--- config.mk ---
export PLATFORM = sky130hd
export DESIGN_NAME = pump_interlock_top
export DESIGN_NICKNAME = d
export VERILOG_FILES = /design/src/rtl/pump_ilk_pkg.sv /design/src/rtl/ilk_fill_latch.sv /design/src/rtl/ilk_suction_timer.sv /design/src/rtl/ilk_starter_latch.sv /design/src/rtl/ilk_run_ctrl.sv /design/src/rtl/pump_interlock_top.sv
export SDC_FILE = /design/constraint.sdc
export NUM_CORES = 1
export LEC_CHECK = 0
export BUFFER_PORTS_ARGS = -buffer_cell sky130_fd_sc_hd__buf_4
export CAP_MARGIN = 15
export CORE_MARGIN = 2
export CORE_UTILIZATION = 43
export CTS_CLUSTER_SIZE = 30
export DETAILED_ROUTE_END_ITERATION = 12
export PLACE_DENSITY = 0.72
export SLEW_MARGIN = 20
export SYNTH_ARGS = -nofsm -noshare
export SYNTH_HDL_FRONTEND = slang
export SYNTH_SLANG_ARGS = --single-unit
--- constraint.sdc ---
create_clock -name clk -period 1.6 [get_ports clk]
set_clock_uncertainty 0.15 [all_clocks]
set_input_delay 0.32 -clock clk [delete_from_list [all_inputs] [get_ports clk]]
set_output_delay 0.32 -clock clk [all_outputs]
set_load 0.01 [all_outputs]
--- src/rtl/pump_ilk_pkg.sv ---
package pump_ilk_pkg;
  localparam int NTANK = 2;

  typedef enum logic [1:0] {
    SEL_OFF   = 2'b00,
    SEL_MAN   = 2'b01,
    SEL_AUTO  = 2'b10,
    SEL_SPARE = 2'b11
  } sel_e;
endpackage

--- src/rtl/ilk_fill_latch.sv ---
module ilk_fill_latch (
  input  logic clk,
  input  logic rst_n,
  input  logic pwr_ok,
  input  logic start_cmd,
  input  logic stop_cmd,
  output logic sol_on
);
  logic filling;

  // Stop and power loss dominate the start command.
  always_ff @(posedge clk or negedge rst_n) begin
    if (!rst_n)              filling <= 1'b0;
    else if (!pwr_ok)        filling <= 1'b0;
    else if (stop_cmd)       filling <= 1'b0;
    else if (start_cmd)      filling <= 1'b1;
  end

  // Energized solenoid holds the valve closed; filling de-energizes it.
  assign sol_on = ~filling;
endmodule

--- src/rtl/ilk_suction_timer.sv ---
module ilk_suction_timer #(
  parameter int TRIP_TICKS = 5
) (
  input  logic clk,
  input  logic rst_n,
  input  logic tick,
  input  logic suction_low,
  output logic trip
);
  localparam int CW = $clog2(TRIP_TICKS + 1);
  localparam logic [CW-1:0] LIMIT = CW'(TRIP_TICKS);

  logic [CW-1:0] cnt;

  always_ff @(posedge clk or negedge rst_n) begin
    if (!rst_n)                    cnt <= '0;
    else if (!suction_low)         cnt <= '0;
    else if (tick && cnt != LIMIT) cnt <= cnt + 1'b1;
  end

  assign trip = suction_low && (cnt == LIMIT);
endmodule

--- src/rtl/ilk_starter_latch.sv ---
module ilk_starter_latch (
  input  logic clk,
  input  logic rst_n,
  input  logic overload,
  input  logic reset_req,
  output logic starter_ok
);
  logic tripped;

  // Overload has priority, so a reset request cannot clear the trip while it persists.
  always_ff @(posedge clk or negedge rst_n) begin
    if (!rst_n)         tripped <= 1'b0;
    else if (overload)  tripped <= 1'b1;
    else if (reset_req) tripped <= 1'b0;
  end

  assign starter_ok = ~tripped;
endmodule

--- src/rtl/ilk_run_ctrl.sv ---
module ilk_run_ctrl
  import pump_ilk_pkg::*;
(
  input  logic       clk,
  input  logic       rst_n,
  input  sel_e       mode,
  input  logic       start_any,
  input  logic       stop_any,
  input  logic [1:0] vopen,
  input  logic [1:0] vclosed,
  input  logic [1:0] level_high,
  input  logic       suction_low,
  input  logic       suction_trip,
  input  logic       overload,
  input  logic       starter_ok,
  input  logic       pwr_ok,
  output logic       run
);
  sel_e mode_q;
  logic pending;

  logic sel0, sel1, pattern_ok, sel_high;
  logic is_off, is_auto, is_man;
  logic start_evt, hard_stop, auto_stop, common_ok, perm, run_set;

  // Exclusive valve pattern picks the tank being filled.
  always_comb begin
    sel0       = vopen[0] & ~vclosed[0] & vclosed[1] & ~vopen[1];
    sel1       = vopen[1] & ~vclosed[1] & vclosed[0] & ~vopen[0];
    pattern_ok = sel0 | sel1;
    sel_high   = (sel0 & level_high[0]) | (sel1 & level_high[1]);
  end

  always_comb begin
    is_off  = (mode == SEL_OFF) || (mode == SEL_SPARE);
    is_auto = (mode == SEL_AUTO);
    is_man  = (mode == SEL_MAN);

    start_evt = (is_auto && start_any) || (is_man && mode_q != SEL_MAN);
    hard_stop = !pwr_ok || is_off || suction_trip || overload || (is_auto && stop_any);
    auto_stop = is_auto && (!pattern_ok || sel_high);

    common_ok = !suction_low && !overload && starter_ok;
    perm      = is_auto ? (common_ok && pattern_ok && !sel_high) : common_ok;
    run_set   = pending && perm && !auto_stop;
  end

  always_ff @(posedge clk or negedge rst_n) begin
    if (!rst_n) begin
      mode_q  <= SEL_OFF;
      pending <= 1'b0;
      run     <= 1'b0;
    end else begin
      mode_q <= mode;

      if (hard_stop)      pending <= 1'b0;
      else if (start_evt) pending <= 1'b1;
      else if (run_set)   pending <= 1'b0;

      if (hard_stop || auto_stop) run <= 1'b0;
      else if (run_set)           run <= 1'b1;
    end
  end
endmodule

--- src/rtl/pump_interlock_top.sv ---
module pump_interlock_top
  import pump_ilk_pkg::*;
#(
  parameter int TRIP_TICKS = 5
) (
  input  logic       clk,
  input  logic       rst_n,
  input  logic       tick,
  input  logic [1:0] mode_sel,
  input  logic [1:0] fill_start,
  input  logic [1:0] fill_stop,
  input  logic [1:0] valve_open,
  input  logic [1:0] valve_closed,
  input  logic [1:0] level_high,
  input  logic       suction_low,
  input  logic       seal_low,
  input  logic       overload,
  input  logic       starter_reset,
  input  logic       ctrl_power_ok,
  output logic       pump_run,
  output logic [1:0] sol_energize,
  output logic       lamp_red,
  output logic       lamp_green,
  output logic [1:0] lamp_high,
  output logic       seal_alarm
);
  logic suction_trip;
  logic starter_ok;
  sel_e mode;

  assign mode = sel_e'(mode_sel);

  for (genvar t = 0; t < NTANK; t++) begin : g_tank
    ilk_fill_latch u_fill (
      .clk       (clk),
      .rst_n     (rst_n),
      .pwr_ok    (ctrl_power_ok),
      .start_cmd (fill_start[t]),
      .stop_cmd  (fill_stop[t]),
      .sol_on    (sol_energize[t])
    );
  end

  ilk_suction_timer #(.TRIP_TICKS(TRIP_TICKS)) u_suction (
    .clk         (clk),
    .rst_n       (rst_n),
    .tick        (tick),
    .suction_low (suction_low),
    .trip        (suction_trip)
  );

  ilk_starter_latch u_starter (
    .clk        (clk),
    .rst_n      (rst_n),
    .overload   (overload),
    .reset_req  (starter_reset),
    .starter_ok (starter_ok)
  );

  ilk_run_ctrl u_run (
    .clk          (clk),
    .rst_n        (rst_n),
    .mode         (mode),
    .start_any    (|fill_start),
    .stop_any     (|fill_stop),
    .vopen        (valve_open),
    .vclosed      (valve_closed),
    .level_high   (level_high),
    .suction_low  (suction_low),
    .suction_trip (suction_trip),
    .overload     (overload),
    .starter_ok   (starter_ok),
    .pwr_ok       (ctrl_power_ok),
    .run          (pump_run)
  );

  assign lamp_red   = pump_run;
  assign lamp_green = ~pump_run;
  assign lamp_high  = level_high;
  assign seal_alarm = seal_low;
endmodule

**After elaboration in Yosys (flattened, before gate mapping)**

Index checks and enable logic that the tools add are counted.

- Bits in registers: 10
- Bits of input ports: 20
- Output and inout bits: 8
- Word-level logic and storage cells: 83

- $add $sub $neg: 1
- Equal/unequal tests: 9
- Multiplexer cells: 16
- Bitwise gates (word level): 18
- Reductions and logical operators: 32

Operators by type and width:

| operator | count |
|---|---|
| $mux 1 | 14 |
| $logic_and 1x1->1 | 12 |
| $ne 3x3->1 const B | 3 |
| $and 1x1->1 | 8 |
| $logic_or 1x1->1 | 8 |
| $not 1->1 | 8 |
| $logic_not 1->1 | 6 |
| $mux 3 | 2 |
| $eq 2x2->1 const B | 2 |
| $ne 2x1->1 const B | 2 |
| $reduce_bool 2->1 | 2 |
| $reduce_or 2->1 | 2 |
| $add 3x1->3 const B | 1 |
| $eq 3x3->1 const B | 1 |
| $reduce_bool 3->1 | 1 |
| $eq 2x1->1 const B | 1 |
| $logic_not 2->1 | 1 |
| $or 1x1->1 | 2 |

**Longest topological paths before layout**

- Depth in word-level cells: 14
- Gate-level depth with buffers: 5
- Mapped depth without buffers: 5

**Modules after synthesis**

From an unflattened synthesis, not the netlist that was laid out.

- Cell total of the unflattened synthesis: 60
- Area total of the unflattened synthesis: 619.3 um^2

By module, submodules not included:

| module | instances | cells an instance | area an instance (um^2) | seq. area each (um^2) |
|---|---|---|---|---|
| ilk_run_ctrl | 1 | 25 | 252.7 | 100.1 |
| ilk_suction_timer | 1 | 17 | 190.2 | 75.1 |
| ilk_fill_latch | 2 | 4 | 45.0 | 25.0 |
| pump_interlock_top | 1 | 7 | 46.3 | 0.0 |
| ilk_starter_latch | 1 | 3 | 40.0 | 25.0 |

**Least setup slack after synthesis**

Ideal clock, no wire load.

- Path kind: reg2reg
- From: reg u_suction.cnt[0]
- To: reg u_suction.cnt[1]
- Setup time: 66 ps
- Arrival: 1088 ps
- Required time: 1384 ps
- Slack: 297 ps
- Cell stages (with the launch flop): 5
- Buffers on the path: 0
- Period minus slack after synthesis: 1303 ps
- Cells stage by stage: dfrtp_1 -> ha_1 -> a21boi_2 -> mux2i_1 -> and2_1

- Longest elaborated chain between the ends: 3
- Elaborated cells between the ends (all ways): 6

RTL lines:

| item | line | text |
|---|---|---|
| from (decl) | ilk_suction_timer.sv:13 | `logic [CW-1:0] cnt;` |
| from (signal assigned) | ilk_suction_timer.sv:18 | `else if (tick && cnt != LIMIT) cnt <= cnt + 1'b1;` |
| $add 3x1->3 / $ne 3x3->1 (equally long branches) | ilk_suction_timer.sv:18 |  |
| $mux 3 / $logic_and 1x1->1 (equally long branches) | ilk_suction_timer.sv:18 |  |
| $mux 3 / $ne 2x1->1 (equally long branches) | -- |  |

Several ways; a longest one is shown, not always the timed one. The select of a mux whose other input is x is not followed.
A chain may end at the register's enable or synchronous reset.

**Final worst setup path**

Same ends and word-level chain as after synthesis.

==> metrics <==
Post-synth EDFFs 0; Die H 40.79 um; synth cell count leaders 10 x dfrtp_1, 7 x inv_1, 6 x buf_4; worst skew pair latency 0.26 ns; number of remaining DRC errors 0; clock network power share 0.309; routability cong. 0.7779; Starting DRT DRC Count 6; status finished clean; Syn. warnings 0; Seq/Total Area, Yosys 0.4301; Hold Fails Final Rpt 0; leading post-synthesis cells by cell area dfrtp_1 43%, ha_1 8.6%, buf_4 7.7%; global-route wire length before repair 1.455 mm; Period Utilization, post-route 0.8714; top-area cell type share of the netlist area 0.4301; Syn Area/Cell 10.58 sq um; startpoint types register; Rows 13; Final Util 0.6037; Min-Delay Path Class input port to register; root buffer cell clkbuf_4; die area 1663 sq um; Max Fanout on Critical Path 3; Vias 476; Pwr per Cell Area 706.4 nW/um^2; worst slew pin tran 0.2690 ns; NetSw 133.7 uW; Async S/R FF share, synth 1.000; Sink Count 10; Ports 28; number of global-route vias before repair 390; setup violators final 0; Core ar. 1285 sq um; Setup crit end kind register; initial core utilization 0.4528; Die Wd 40.79 um; P_int 414.3 uW; worst relative slew slack 0.8193; GRT Residual Overflow 0; share of cells above drive strength 1 0.3974; Synth Flop Type dfrtp_1; Slew Viols, Final 0; drt pass-1 iters 2; post-synth top area cell dfrtp_1; WL final 1.028 mm; nets 104; Synth Register Bits 10; critical path required time 1.65 ns; wire length per cell 11.05 um; crit path kind register to register; vias per cell 5.118; Max clock buf depth 2; Period minus WS final 1.394 ns; switch share 0.2441; Critical Path AT 1.45 ns; TritonCTS buffer count 3; sequential power share 0.498; Tot GR Track Use 0.1411; H-tree lvl count 1; Max Fclk 717.3 MHz; Area Overhead vs Synth 33.33%; # diodes 0; Netlist cell types 24; Max Cap Viol 0; I/O Buffers 25; CTS tree done; Post-Syn Nets 79; Syn Inst Count 55; combinational power share 0.193; initial antenna violation count 0; Total Neg Setup Slack 0 ns; largest net degree at the start of global routing 11; most frequent cell after synthesis dfrtp_1; final antenna-violating net count 0; DP HPWL 871.6 um; RSZ-0062 raised after global routing false; CTS clk-pin slew, worst paths 0.06 ns; Netlist Area Pre-Place 581.8 sq um; Worst VDD drop 374.0 uV; Lkg Pwr 0.3802 nW
## power groups by stage
stage	clock (mW)	combinational, mW	sequential [mW]
4_1_cts	0.177	0.108	0.273
5_1_grt	0.189	0.118	0.274
6_report	0.169	0.106	0.273
3_5_place_dp	0	0.105	0.278
3_3_place_gp	0	0.103	0.277
2_1_floorplan	0	0.0548	0.276
## worst paths after layout
path	startpoint	to	slack [ns]	cells past startpoint
worst max register to register	u_suction.cnt[0]	u_suction.cnt[1]	0.21	4
worst max-delay path	u_suction.cnt[0]	u_suction.cnt[1]	0.21	4
max in group asynchronous	rst_n	g_tank[1].u_fill.filling	0.90	2
worst min register to register	u_starter.tripped	u_starter.tripped	0.34	1
worst min-delay path	mode_sel[1]	u_run.mode_q[1]	0.03	1
min in group asynchronous	rst_n	u_suction.cnt[1]	0.27	2
## per-layer routing
metal / GRT usage / vias to the layer above / routed length [um]
li1: - / 238 / -
met1: 0.1627 / 216 / 446
met2: 0.2148 / 18 / 499
met3: 0.03261 / 4 / 61
met4: 0.1250 / 0 / 20
met5: 0 / - / 0
## kinds of logic (layout without fill, tap and decap cells)
family	Yosys count	after routing	synth area share
simple gates	16	16	0.1957
buf+inv	13	36	0.1226
compound gates	10	10	0.1333
flops	10	10	0.4301
fa+ha+maj	4	4	0.08602
xor+xnor	1	1	0.01506
mux	1	1	0.01720
## critical path, cell delays in order (launching register included)
cell and delay, ns:
dfrtp_1 0.41, ha_1 0.24, a21boi_2 0.20, mux2i_1 0.20
and2_1 0.14
## registers in the layout (all words and copies together), names as in the netlist
| name | cells |
|---|---|
| u_run.run | 1 |
| u_run.mode_q | 2 |
| g_tank.u_fill.filling | 2 |
| u_run.pending | 1 |
| u_suction.cnt | 3 |
| u_starter.tripped | 1 |
## cell type report
cell class,count,area [sq um]
Clock buffer,3,22.52
Timing Repair Buffer,26,197.7
Fill cell,114,509.2
Sequential cell,10,250.2
Inverter,7,26.28
Multi-Input combinational cell,32,260.3
Tap cell,15,18.77
## stage by stage
step	hold slack (ns)	instance area [sq um]	setup slack (ns)	cells	power, mW
after floorplan	-0.1256	581.8	0.2965	55	0.3309
after global placement	0.003903	743.2	0.2092	89	0.3797
after detailed placement	0.006422	743.2	0.1551	89	0.3833
after CTS	0.02307	775.7	0.2017	93	0.5578
after global routing	0.02238	775.7	0.1175	93	0.5806
final	0.02997	775.7	0.2058	93	0.5480
## placed cells by master (no fill, tap or decap), types with 2 or more instances in the layout
master and n:
ha_1 4, nor3b_1 3, dfrtp_1 10, clkbuf_4 3, a21oi_1 3, buf_4 25, inv_1 7, and2_1 2
nor2_1 3, nand4bb_1 2
## timing repair
item	4_1_cts	5_1_grt
hold buffers	1	0
hold endpoints to repair	10	0
endpoints found under the setup margin	0	0
resized for setup	0	0
buffers inserted	0	0
Power figures use the tool's default switching activity.
